--- src/rtl/acc40_pkg.sv ---
// Package: shared operation codes for the dual accumulator.
// Assumes: codes are 3 bits wide; code 7 is the idle code.
package acc40_pkg;
    typedef enum logic [2:0] {
        OP_ADD_PROD  = 3'd0,
        OP_SUB_PROD  = 3'd1,
        OP_ADD_DATA  = 3'd2,
        OP_LOAD_DATA = 3'd3,
        OP_ADD_OTHER = 3'd4,
        OP_SUB_OTHER = 3'd5,
        OP_NEGATE    = 3'd6,
        OP_IDLE      = 3'd7
    } acc_op_e;
endpackage

--- src/rtl/acc_operand_mux.sv ---
// Operand selection: builds the left and right adder operands and the
// subtract control from the op code.
// Assumes: DATA_W + 2**SH_W - 1 <= ACC_W, so the shifted data keeps its sign.
module acc_operand_mux
    import acc40_pkg::*;
#(
    parameter int ACC_W  = 40,
    parameter int PROD_W = 32,
    parameter int DATA_W = 16,
    parameter int SH_W   = 4
) (
    input  logic [2:0]        op,
    input  logic [ACC_W-1:0]  self_acc,
    input  logic [ACC_W-1:0]  other_acc,
    input  logic [PROD_W-1:0] prod,
    input  logic [DATA_W-1:0] data,
    input  logic [SH_W-1:0]   shamt,
    output logic [ACC_W-1:0]  lhs,
    output logic [ACC_W-1:0]  rhs,
    output logic              do_sub
);
    localparam int PROD_PAD = ACC_W - PROD_W;
    localparam int DATA_PAD = ACC_W - DATA_W;

    logic [ACC_W-1:0] prod_ext;
    logic [ACC_W-1:0] data_ext;
    logic [ACC_W-1:0] data_sh;

    // Sign-extend the narrow operands and apply the data shift.
    always_comb begin
        prod_ext = {{PROD_PAD{prod[PROD_W-1]}}, prod};
        data_ext = {{DATA_PAD{data[DATA_W-1]}}, data};
        data_sh  = data_ext << shamt;
    end

    // Route operands according to the operation.
    always_comb begin
        lhs    = self_acc;
        rhs    = '0;
        do_sub = 1'b0;
        case (acc_op_e'(op))
            OP_ADD_PROD:  rhs = prod_ext;
            OP_SUB_PROD:  begin rhs = prod_ext; do_sub = 1'b1; end
            OP_ADD_DATA:  rhs = data_sh;
            OP_LOAD_DATA: begin lhs = '0; rhs = data_sh; end
            OP_ADD_OTHER: rhs = other_acc;
            OP_SUB_OTHER: begin rhs = other_acc; do_sub = 1'b1; end
            OP_NEGATE:    begin lhs = '0; rhs = self_acc; do_sub = 1'b1; end
            default:      rhs = '0;
        endcase
    end
endmodule

--- src/rtl/acc_addsub.sv ---
// Shared adder/subtractor: forms the exact (ACC_W+1)-bit signed result and
// derives the guard and catastrophic overflow conditions from it.
// Assumes: operands are two's complement of ACC_W bits.
module acc_addsub #(
    parameter int ACC_W   = 40,
    parameter int GUARD_W = 8
) (
    input  logic [ACC_W-1:0] lhs,
    input  logic [ACC_W-1:0] rhs,
    input  logic             do_sub,
    output logic [ACC_W:0]   sum,
    output logic             cat,
    output logic             grd
);
    logic [ACC_W:0]     a_x;
    logic [ACC_W:0]     b_x;
    logic [GUARD_W-1:0] guard_bits;

    // Exact sum in one extra bit, so no information is lost.
    always_comb begin
        a_x = {lhs[ACC_W-1], lhs};
        b_x = {rhs[ACC_W-1], rhs};
        sum = do_sub ? (a_x - b_x) : (a_x + b_x);
    end

    // Overflow classes: past the top bit, and disagreeing guard bits.
    always_comb begin
        guard_bits = sum[ACC_W-1 -: GUARD_W];
        cat        = sum[ACC_W] ^ sum[ACC_W-1];
        grd        = !((&guard_bits) || !(|guard_bits));
    end
endmodule

--- src/rtl/acc_saturate.sv ---
// Saturation: clamps the exact result to the full or the low-word signed
// range, or wraps it when saturation is off.
// Assumes: LOW_W < ACC_W.
module acc_saturate #(
    parameter int ACC_W = 40,
    parameter int LOW_W = 32
) (
    input  logic [ACC_W:0]   sum,
    input  logic             sat_en,
    input  logic             sat32,
    output logic [ACC_W-1:0] res
);
    localparam int HI_W = ACC_W - LOW_W + 1;
    localparam logic [ACC_W-1:0] MAX_FULL = {1'b0, {(ACC_W-1){1'b1}}};
    localparam logic [ACC_W-1:0] MIN_FULL = {1'b1, {(ACC_W-1){1'b0}}};
    localparam logic [ACC_W-1:0] MAX_LOW  = {{HI_W{1'b0}}, {(LOW_W-1){1'b1}}};
    localparam logic [ACC_W-1:0] MIN_LOW  = {{HI_W{1'b1}}, {(LOW_W-1){1'b0}}};

    logic [ACC_W-LOW_W+1:0] top_bits;
    logic fits_low;
    logic fits_full;
    logic is_neg;

    // Range tests on the exact result.
    always_comb begin
        top_bits  = sum[ACC_W:LOW_W-1];
        fits_low  = (&top_bits) || !(|top_bits);
        fits_full = sum[ACC_W] == sum[ACC_W-1];
        is_neg    = sum[ACC_W];
    end

    // Pick the clamp value or the wrapped result.
    always_comb begin
        res = sum[ACC_W-1:0];
        if (sat_en && sat32 && !fits_low)
            res = is_neg ? MIN_LOW : MAX_LOW;
        else if (sat_en && !sat32 && !fits_full)
            res = is_neg ? MIN_FULL : MAX_FULL;
    end
endmodule

--- src/rtl/acc_slot.sv ---
// One accumulator slot: holds the value, the live guard flag and the
// sticky catastrophic flag.
// Assumes: wr_en is high only for an operation aimed at this slot.
module acc_slot #(
    parameter int ACC_W = 40
) (
    input  logic             clk,
    input  logic             rst_n,
    input  logic             wr_en,
    input  logic [ACC_W-1:0] wr_val,
    input  logic             grd_in,
    input  logic             cat_in,
    input  logic             clr,
    output logic [ACC_W-1:0] q,
    output logic             grd,
    output logic             cat
);
    // Value and guard flag follow each write.
    always_ff @(posedge clk) begin
        if (!rst_n) begin
            q   <= '0;
            grd <= 1'b0;
        end else if (wr_en) begin
            q   <= wr_val;
            grd <= grd_in;
        end
    end

    // Sticky catastrophic flag; a new set wins over a clear.
    always_ff @(posedge clk) begin
        if (!rst_n) cat <= 1'b0;
        else        cat <= (cat & ~clr) | (wr_en & cat_in);
    end
endmodule

--- src/rtl/acc_pair_sat.sv ---
// Dual saturating accumulator top: one shared datapath feeds the selected
// slot; the trap pulse is registered alongside the result.
// Assumes: two accumulators; op_code 7 is idle.
module acc_pair_sat
    import acc40_pkg::*;
#(
    parameter int ACC_W   = 40,
    parameter int GUARD_W = 8,
    parameter int PROD_W  = 32,
    parameter int DATA_W  = 16,
    parameter int SH_W    = 4
) (
    input  logic              clk,
    input  logic              rst_n,
    input  logic              op_valid,
    input  logic [2:0]        op_code,
    input  logic              acc_sel,
    input  logic [PROD_W-1:0] prod_in,
    input  logic [DATA_W-1:0] data_in,
    input  logic [SH_W-1:0]   shift_amt,
    input  logic              sat_en,
    input  logic              sat32,
    input  logic              trap_en_cat,
    input  logic              trap_en_grd,
    input  logic [1:0]        clr_cat,
    output logic [ACC_W-1:0]  acc_a,
    output logic [ACC_W-1:0]  acc_b,
    output logic [1:0]        ovf_grd,
    output logic [1:0]        ovf_cat,
    output logic              trap
);
    localparam int N_ACC = 2;
    localparam int LOW_W = ACC_W - GUARD_W;

    logic [N_ACC-1:0][ACC_W-1:0] acc_q;
    logic [ACC_W-1:0] self_acc;
    logic [ACC_W-1:0] other_acc;
    logic [ACC_W-1:0] lhs;
    logic [ACC_W-1:0] rhs;
    logic             do_sub;
    logic [ACC_W:0]   sum;
    logic             cat_now;
    logic             grd_now;
    logic [ACC_W-1:0] res;
    logic             op_ok;

    // Accept only real operations.
    always_comb begin
        op_ok     = op_valid && (acc_op_e'(op_code) != OP_IDLE);
        self_acc  = acc_q[acc_sel];
        other_acc = acc_q[~acc_sel];
    end

    acc_operand_mux #(
        .ACC_W(ACC_W), .PROD_W(PROD_W), .DATA_W(DATA_W), .SH_W(SH_W)
    ) u_mux (
        .op(op_code), .self_acc(self_acc), .other_acc(other_acc),
        .prod(prod_in), .data(data_in), .shamt(shift_amt),
        .lhs(lhs), .rhs(rhs), .do_sub(do_sub)
    );

    acc_addsub #(.ACC_W(ACC_W), .GUARD_W(GUARD_W)) u_add (
        .lhs(lhs), .rhs(rhs), .do_sub(do_sub),
        .sum(sum), .cat(cat_now), .grd(grd_now)
    );

    acc_saturate #(.ACC_W(ACC_W), .LOW_W(LOW_W)) u_sat (
        .sum(sum), .sat_en(sat_en), .sat32(sat32), .res(res)
    );

    for (genvar g = 0; g < N_ACC; g++) begin : g_slot
        logic hit;
        assign hit = op_ok && (acc_sel == g[0]);
        acc_slot #(.ACC_W(ACC_W)) u_slot (
            .clk(clk), .rst_n(rst_n), .wr_en(hit), .wr_val(res),
            .grd_in(grd_now), .cat_in(cat_now), .clr(clr_cat[g]),
            .q(acc_q[g]), .grd(ovf_grd[g]), .cat(ovf_cat[g])
        );
    end

    // One-cycle trap for an enabled overflow class.
    always_ff @(posedge clk) begin
        if (!rst_n) trap <= 1'b0;
        else        trap <= op_ok && ((cat_now && trap_en_cat) || (grd_now && trap_en_grd));
    end

    assign acc_a = acc_q[0];
    assign acc_b = acc_q[1];
endmodule

--- config.mk ---
export PLATFORM = sky130hd
export DESIGN_NAME = acc_pair_sat
export DESIGN_NICKNAME = d
export VERILOG_FILES = /design/src/rtl/acc40_pkg.sv /design/src/rtl/acc_operand_mux.sv /design/src/rtl/acc_addsub.sv /design/src/rtl/acc_saturate.sv /design/src/rtl/acc_slot.sv /design/src/rtl/acc_pair_sat.sv
export SDC_FILE = /design/constraint.sdc
export NUM_CORES = 1
export LEC_CHECK = 0
export BUFFER_PORTS_ARGS = -buffer_cell sky130_fd_sc_hd__clkbuf_2
export CORE_UTILIZATION = 30
export CTS_CLUSTER_SIZE = 25
export DETAILED_ROUTE_END_ITERATION = 6
export HOLD_SLACK_MARGIN = 0.12
export MAX_ROUTING_LAYER = met4
export SYNTH_ARGS = -nofsm -noshare
export SYNTH_HDL_FRONTEND = slang
export SYNTH_SLANG_ARGS = --single-unit
--- constraint.sdc ---
create_clock -name clk -period 10.8 [get_ports clk]
set_clock_uncertainty 0.1 [all_clocks]
set_input_delay 1.08 -clock clk [delete_from_list [all_inputs] [get_ports clk]]
set_output_delay 1.08 -clock clk [all_outputs]
set_load 0.05 [all_outputs]
==> flow_metrics.py, run 1 <==
metrics = {
    "pwr": {
        "leakagePower_nw": 4.64,
        "power.share.clock_pct": 21.5,
        "p_per_area_mw_per_mm2": 148,
        "pwr-share-comb_pct": 53.7,
        "seq_power_share_pct": 24.8,
        "p_switching_mw": 0.765,
        "ir_drop_mv": 0.0879,
        "p_int_mw": 0.814,
        "power_switching_share_pct": 48.4,
    },
    "synthesis": {
        "synth_warnings": 0,
        "synth_edf_count": 0,
        "syn_inst": 1168,
        "synth_seq_area_share_pct": 18.3,
        "synth_top_area_share_pct": 18.3,
        "synth.largest_area_cell": "dfxtp_1",
        "synth-seq-cells": 85,
        "netlist-cell-type-count": 89,
        "synth_area_leaders": "dfxtp_1 (18%), mux2i_1 (7.0%), ha_1 (5.8%)",
        "syn_area_mm2": 0.00929,
        "syn_nets": 1277,
        "ys.flop_type": "dfxtp_1",
        "async_flop_share_pct": 0,
        "syn_area_per_cell_um2": 7.95,
    },
    "drt": {
        "drt_wl_total_um": 37900,
        "vias": 10100,
        "wl_per_cell_um": 22.6,
        "drtAntennaViolNets": 0,
        "via_per_inst": 6.01,
        "drt_iter0_drc": 1139,
        "drc": 0,
        "firstDrtPassIters": 5,
    },
    "cells_and_area": {
        "layout_common_cells": "clkbuf_2 (148), nor2_1 (121), nand2_1 (95), a21oi_1 (88), dfxtp_1 (85)",
        "area_growth_pct": 14.9,
        "antenna_cells": 0,
        "fin_nets": 1388,
        "layout_commonest_cell": "clkbuf_2",
        "drive_above_1_share_pct": 21.3,
    },
    "clock_network": {
        "clock-root-buffer": "clkbuf_16",
        "cts-buffers-inserted": 9,
        "cts_max_path_buffers": 2,
        "h-tree-depth": 3,
        "path_clk_slew_ns": 0.08,
        "clk_latency_ns": 0.37,
        "cts_tree": "yes",
        "clock_sinks": 85,
        "cts_hold_buf": 0,
        "cts_setup_buffers": 0,
        "cts_resized": 0,
    },
    "worst_setup_path": {
        "cp_slowest_cell": "o21ai_4",
        "cp_max_fo": 35,
        "start_kind": "primary input",
        "endpoint_kind": "flop",
        "cp.required_ns": 11.00,
        "worstSetupPathType": "primary input to flop",
        "cp_slowest_stage_delay_ns": 0.68,
        "worst_ep_arrival_time_ns": 10.10,
    },
    "place": {
        "place_hpwl_um": 29300,
        "gp_congestion": 0.999,
        "port_buffers": 149,
    },
    "die": {
        "core_mm2": 0.0305,
        "dieArea_mm2": 0.0317,
        "row_count": 64,
        "ios": 150,
        "start_util_pct": 30.5,
        "die_w_um": 178,
        "die_h_um": 178,
    },
    "global_route": {
        "grt_first_pass_wirelength_um": 56600,
        "antenna_found_initial": 0,
        "gr-total-overflow": 0,
        "grt_max_degree": 73,
        "grt_pass1_vias": 9382,
        "groute.usage.overall_pct": 24.4,
    },
    "sta": {
        "min_period_over_period_pct": 91.6,
        "setup_tns_ns": 0,
        "setup_violations": 0,
        "relSlewSlack_pct": 22.3,
        "fmax_ghz": 0.101,
        "hold_slack_ns": 0.385,
        "hold_viol": 0,
        "period_minus_slack_ns": 9.89,
        "maxSlewViolCount": 0,
        "worst_pin_slew_ns": 1.15,
        "rsz0062_at_grt": "false",
    },
    "status": {
        "status": "completed",
    },
    "flow_run": {
        "maxCapViolCount": 0,
    },
    "worst_hold_path": {
        "min_path_type": "flop to flop",
    },
}
power groups by stage:
stage | clock network (mW) | registers [mW] | logic (mW)
finish | 0.340 | 0.391 | 0.848
global route | 0.357 | 0.395 | 0.915
CTS | 0.345 | 0.390 | 0.837
detailed placement | 0 | 0.398 | 0.833
global placement | 0 | 0.398 | 0.837
floorplan | 0 | 0.489 | 0.518
per-stage QoR:
stage               instance area [um2]  setup slack [ns]  total power [mW]  cells  utilization [%]
detailed placement                10400             0.840              1.23   1664             34.0
global route                      10700             0.413              1.67   1680             35.0
floorplan                          9290              2.25              1.01   1168                -
CTS                               10700              1.22              1.57   1680             35.0
finish                            10700             0.907              1.58   1680             35.0
global placement                  10400              1.02              1.23   1664             34.0
final cells by class:
cell class | count | area, um2
repair buffers | 184 | 1010
well taps | 396 | 495
fillers | 3245 | 19800
clock buffers | 9 | 225
clock inverters | 7 | 80.1
inverters | 21 | 81.3
flip-flops and latches | 85 | 1700
multi-input cells | 978 | 7080
layer usage:
| layer | global-route usage [%] | vias up | wire length (um) |
|---|---|---|---|
| li1 | - | 4672 | - |
| met1 | 33.6 | 4813 | 17000 |
| met2 | 36.0 | 546 | 16200 |
| met3 | 4.58 | 69 | 3830 |
| met4 | 6.70 | 0 | 916 |
| met5 | - | - | 0 |
worst paths after layout:
check / from / endpoint / slack (ns) / depth (start not counted)
worst max-delay path: acc_sel / g_slot[0].u_slot.q[17] / 0.91 / 30
worst min-delay path: g_slot[1].u_slot.grd / g_slot[1].u_slot.grd / 0.39 / 2
worst max register to register: g_slot[1].u_slot.q[0] / g_slot[0].u_slot.q[17] / 1.86 / 29
worst min register to register: g_slot[1].u_slot.grd / g_slot[1].u_slot.grd / 0.39 / 2
flip-flops by register name, summed over array words and instances (netlist names):
register           flops
trap                   1
g_slot.u_slot.q       80
g_slot.u_slot.grd      2
g_slot.u_slot.cat      2
cells by family after synthesis:
family                     after synthesis  synth area share, %
AOI/OAI and AO/OA                      392                 30.9
xor gates and xnor gates                73                 7.08
adders and majority gates               44                 6.01
buffers and inverters                  105                 5.60
DFF                                     85                 18.3
muxes                                   96                 12.4
and+or+nand+nor                        373                 19.8
critical path: cells and delay by family:
| kind | cells | cell delay (ns) |
|---|---|---|
| simple gates | 10 | 2.76 |
| compound gates | 12 | 4.03 |
| xor+xnor | 3 | 0.67 |
| fa+ha+maj | 2 | 0.67 |
| mux | 1 | 0.28 |
| buf+inv | 2 | 0.58 |
Yosys cell counts (all sizes together), types with 6 or more instances:
master  number
a211oi      20
a221o       26
a22o         8
o21bai       6
a221oi      10
xor2        30
a22oi        7
nand4       11
xnor2       43
o211ai      15
o21a         7
nor3        26
mux2i       66
buf         37
o21ai       70
ha          43
nor4         8
and2        17
or3          6
nand2       96
a21oi       88
mux4        12
clkbuf      47
nand2b      14
mux2        18
nor2       122
a21o        22
a31oi       27
o221a       39
dfxtp       85
a222oi       7
inv         21
nand3       22
nor2b       20
No activity file was read; power rests on OpenSTA's default activity.
==> inputs of run 2 (changes only) <==
--- a/config.mk
+++ b/config.mk
@@ -11,6 +11,7 @@
 export DETAILED_ROUTE_END_ITERATION = 6
 export HOLD_SLACK_MARGIN = 0.12
 export MAX_ROUTING_LAYER = met4
+export RECOVER_POWER = 25
 export SYNTH_ARGS = -nofsm -noshare
 export SYNTH_HDL_FRONTEND = slang
 export SYNTH_SLANG_ARGS = --single-unit
==> run 2 against run 1 <==
Net effect: critical path depth fell by 1; die area did not move; clock-buffer cell count did not move; design area fell by 0.49%; sequential power barely moved.
==> flow_metrics.py, run 2 (synthesis gave the netlist of run 1 again) <==
metrics = {
    "status": {
        "status": "completed",
    },
    "sta": {
        "relSlewSlack_pct": 19.5,
        "min_period_over_period_pct": 91.0,
        "setup_violations": 0,
        "fin_ws_ns": 0.969,
        "period_minus_slack_ns": 9.83,
        "hold_viol": 0,
        "fmax_ghz": 0.102,
        "worst_pin_slew_ns": 1.19,
        "hold_slack_ns": 0.382,
        "maxSlewViolCount": 0,
        "setup_tns_ns": 0,
        "rsz0062_at_grt": "false",
    },
    "cells_and_area": {
        "antenna_cells": 0,
        "multi_input_area_mm2": 0.00708,
        "largest_register": "g_slot.u_slot.q",
        "layout_common_cells": "nor2_1 (121), clkbuf_2 (106), nand2_1 (95), a21oi_1 (88), dfxtp_1 (85)",
        "instances_no_fill": 1680,
        "largest_register_ff_count": 80,
        "area_growth_pct": 14.3,
        "fin_area_mm2": 0.0106,
        "fin_nets": 1388,
        "layout_commonest_cell": "nor2_1",
        "n_fill_cell": 3269,
        "drive_above_1_share_pct": 18.1,
        "top_regs": "g_slot.u_slot.q x80, g_slot.u_slot.cat x2, g_slot.u_slot.grd x2",
        "seqCellArea_mm2": 0.00170,
        "final_core_util_pct": 34.8,
    },
    "clock_network": {
        "clk_latency_ns": 0.37,
        "cts-buffers-inserted": 9,
        "clock_sinks": 85,
        "clock-root-buffer": "clkbuf_16",
        "h-tree-depth": 3,
        "cts_tree": "yes",
        "cts_setup_buffers": 0,
        "cts_resized": 0,
        "cts_hold_buf": 0,
        "cts_max_path_buffers": 2,
        "path_clk_slew_ns": 0.08,
    },
    "worst_setup_path": {
        "worst_ep_arrival_time_ns": 10.04,
        "worstSetupPathType": "primary input to flop",
        "cp_max_fo": 35,
        "worst-path-buf-inv": 2,
        "critPathTopFamily": "compound AO/OA/AOI/OAI gates",
        "endpoint_kind": "flop",
        "cp_slowest_cell": "o21ai_4",
        "cp_slowest_stage_delay_ns": 0.68,
        "cp.required_ns": 11.01,
        "start_kind": "primary input",
    },
    "global_route": {
        "gr-total-overflow": 0,
        "grt_first_pass_wirelength_um": 56600,
        "grt_max_degree": 73,
        "grt_pass1_vias": 9382,
        "antenna_found_initial": 0,
        "groute.usage.overall_pct": 24.4,
    },
    "drt": {
        "vias": 10000,
        "via_per_inst": 5.98,
        "drc": 0,
        "wl_per_cell_um": 22.6,
        "drtAntennaViolNets": 0,
        "drt_iter0_drc": 1150,
        "firstDrtPassIters": 5,
        "drt_wl_total_um": 37900,
    },
    "place": {
        "port_buffers": 149,
        "gp_congestion": 0.999,
        "dp_worst_setup_slack_ns": 0.840,
        "dpl_cell_area_mm2": 0.0104,
        "dp.cells": 1664,
        "place_hpwl_um": 29300,
    },
    "die": {
        "start_util_pct": 30.5,
        "core_mm2": 0.0305,
        "die_h_um": 178,
        "ios": 150,
        "row_count": 64,
        "die_w_um": 178,
        "dieArea_mm2": 0.0317,
    },
    "worst_hold_path": {
        "min_path_type": "flop to flop",
    },
    "pwr": {
        "p_per_area_mw_per_mm2": 148,
        "leakagePower_nw": 4.50,
        "power.total_mw": 1.57,
        "ir_drop_mv": 0.0893,
    },
    "flow_run": {
        "maxCapViolCount": 0,
    },
}
run 2: cell counts in the layout (fill, tap and decap cells not counted):
Identical to the previous run, type by type.
run 2: worst min-delay path, stage by stage (launching register included):
cell and delay, ns:
dfxtp_1 0.32, nand3_1 0.05, o21ai_0 0.07
run 2: layer usage:
layer  vias to the layer above  GRT usage [%]  share of wire (%)
met1                      4785           33.6                 45
met4                         0           6.70                2.3
met2                       521           36.0                 43
li1                       4672              -                  -
met3                        63           4.58                 10
met5                         -              -                  0
run 2: final cells by class:
type / count / share of cell area (%)
clock buffer: 9 / 2.12
timing repair buffer: 184 / 9.02
multi-input combinational: 978 / 66.7
inverter: 21 / 0.766
sequential: 85 / 16.0
clock inverter: 7 / 0.754
tap: 396 / 4.66
run 2: worst paths after layout:
kind / startpoint / endpoint / slack, ns / cells after the start
setup / recovery: acc_sel / g_slot[0].u_slot.q[17] / 0.97 / 29
hold / removal: g_slot[1].u_slot.grd / g_slot[1].u_slot.grd / 0.38 / 2
setup reg to reg: g_slot[1].u_slot.q[0] / g_slot[0].u_slot.q[17] / 1.93 / 29
hold reg to reg: g_slot[1].u_slot.grd / g_slot[1].u_slot.grd / 0.38 / 2
run 2: power breakdown:
group	switching, mW	internal [mW]	leakage [nW]	total, mW
Sequential	0.0443	0.347	0.698	0.391
Clock	0.157	0.183	0.148	0.340
Combinational	0.563	0.280	3.65	0.843
==> inputs of run 3 (changes only) <==
--- a/config.mk
+++ b/config.mk
@@ -6,12 +6,13 @@
 export NUM_CORES = 1
 export LEC_CHECK = 0
 export BUFFER_PORTS_ARGS = -buffer_cell sky130_fd_sc_hd__clkbuf_2
+export CORE_MARGIN = 2
 export CORE_UTILIZATION = 30
 export CTS_CLUSTER_SIZE = 25
 export DETAILED_ROUTE_END_ITERATION = 6
 export HOLD_SLACK_MARGIN = 0.12
 export MAX_ROUTING_LAYER = met4
-export RECOVER_POWER = 25
+export RECOVER_POWER = 100
 export SYNTH_ARGS = -nofsm -noshare
 export SYNTH_HDL_FRONTEND = slang
 export SYNTH_SLANG_ARGS = --single-unit
==> run 3 against run 2 <==
Net effect: flip-flop and latch count unchanged; clock power down 2%; die area up 2.3%; clock-buffer cell count up 1; combinational power down 0.6%; maximum frequency down 4.9%; global-route usage down 1.2 points; non-clock buffer count down 12; largest power group unchanged.
==> flow_metrics.py, run 3 (synthesis gave the netlist of run 1 again) <==
metrics = {
    "sta": {
        "rsz0062_at_grt": "false",
        "worst_pin_slew_ns": 1.46,
        "fmax_ghz": 0.0968,
        "min_period_over_period_pct": 95.7,
        "period_minus_slack_ns": 10.34,
        "setup_tns_ns": 0,
        "maxSlewViolCount": 0,
        "relSlewSlack_pct": 2.87,
        "hold_viol": 0,
        "setup_violations": 0,
    },
    "global_route": {
        "use_met2_pct": 35.3,
        "grt_pass1_vias": 9451,
        "grt_use_met1_pct": 32.2,
        "grtUsageMet3_pct": 3.81,
        "grt_first_pass_wirelength_um": 57300,
        "gr-total-overflow": 0,
        "groute.usage.overall_pct": 23.2,
        "grt_max_degree": 73,
        "antenna_found_initial": 0,
        "busiest_layer": "met2",
    },
    "die": {
        "dieArea_mm2": 0.0324,
        "ios": 150,
        "die_w_um": 180,
        "core_mm2": 0.0305,
        "row_count": 64,
        "die_h_um": 180,
        "start_util_pct": 30.5,
    },
    "clock_network": {
        "cts_hold_buf": 0,
        "clock_sinks": 85,
        "clock-root-buffer": "clkbuf_16",
        "cts_setup_buffers": 0,
        "cts-buffers-inserted": 9,
        "path_clk_slew_ns": 0.07,
        "h-tree-depth": 3,
        "cts_max_path_buffers": 2,
        "cts_tree": "yes",
        "cts_resized": 0,
        "clk_latency_ns": 0.36,
    },
    "worst_setup_path": {
        "cp.required_ns": 11.00,
        "endpoint_kind": "flop",
        "cp_slowest_cell": "a222oi_1",
        "worstSetupPathType": "primary input to flop",
        "cp_max_fo": 23,
        "start_kind": "primary input",
        "worst_ep_arrival_time_ns": 10.54,
        "cp_slowest_stage_delay_ns": 0.70,
    },
    "cells_and_area": {
        "largest_register": "g_slot.u_slot.q",
        "largest_register_ff_count": 80,
        "layout_commonest_cell": "nor2_1",
        "layout_common_cells": "nor2_1 (121), nand2_1 (95), a21oi_1 (88), clkbuf_1 (86), dfxtp_1 (85)",
        "n_fill_cell": 3314,
        "antenna_cells": 0,
        "area_growth_pct": 12.8,
        "drive_above_1_share_pct": 13.8,
        "fin_nets": 1376,
        "top_regs": "g_slot.u_slot.q x80, g_slot.u_slot.cat x2, g_slot.u_slot.grd x2",
    },
    "drt": {
        "via_per_inst": 5.98,
        "drtAntennaViolNets": 0,
        "vias": 9980,
        "drc": 0,
        "wl_per_cell_um": 22.8,
        "drt_wl_total_um": 38100,
        "firstDrtPassIters": 6,
        "drt_iter0_drc": 1038,
    },
    "pwr": {
        "power.total_mw": 1.56,
        "p_per_area_mw_per_mm2": 149,
        "ir_drop_mv": 0.0836,
        "leakagePower_nw": 4.30,
    },
    "place": {
        "port_buffers": 149,
        "gp_congestion": 0.999,
        "place_hpwl_um": 28700,
    },
    "status": {
        "status": "completed",
    },
    "worst_hold_path": {
        "min_path_type": "flop to flop",
    },
    "flow_run": {
        "maxCapViolCount": 0,
    },
}
-- run 3: worst paths after layout --
check / to / cells after the start / startpoint / slack, ns
worst max-delay path: g_slot[1].u_slot.q[15] / 30 / op_code[1] / 0.46
worst min-delay path: g_slot[0].u_slot.grd / 2 / g_slot[0].u_slot.grd / 0.38
worst max register to register: g_slot[1].u_slot.q[15] / 29 / g_slot[1].u_slot.q[0] / 1.78
worst min register to register: g_slot[0].u_slot.grd / 2 / g_slot[0].u_slot.grd / 0.38
-- run 3: critical path, delay by kind of cell --
family                   cells  cell delay, ns
adder cells (fa/ha/maj)      2            0.68
AO/OA/AOI/OAI               11            4.10
buffers and inverters        3            0.84
AND/OR/NAND/NOR             11            3.16
XOR/XNOR                     3            0.68
-- run 3: power breakdown --
part / internal (mW) / switching [mW] / total, mW
combinational: 0.273 / 0.564 / 0.838
sequential: 0.347 / 0.0409 / 0.388
clock: 0.182 / 0.152 / 0.334
-- run 3: final cells by class --
class / instances / area [um2] / share of cell area, %
flip-flops and latches: 85 / 1700 / 16.2
multi-input cells: 978 / 7080 / 67.5
inverters: 21 / 81.3 / 0.776
clock buffers: 10 / 229 / 2.18
repair buffers: 172 / 825 / 7.87
well taps: 396 / 495 / 4.73
clock inverters: 6 / 71.3 / 0.680
-- run 3: metrics by stage --
step | worst slack, ns | cells | util [%] | hold WS [ns] | cell area [um2]
floorplan | 2.25 | 1168 | - | 0.345 | 9290
global placement | 0.934 | 1652 | 33.7 | 0.376 | 10300
detailed placement | 0.446 | 1652 | 33.7 | 0.375 | 10300
CTS | 0.749 | 1668 | 34.7 | 0.388 | 10600
global route | 0.00317 | 1668 | 34.4 | 0.428 | 10500
finish | 0.465 | 1668 | 34.4 | 0.383 | 10500
-- run 3: metal layers --
layer,vias to the layer above,wire length [um]
met5,-,0
met4,0,711
met3,58,3420
met2,498,16800
met1,4777,17200
li1,4647,-
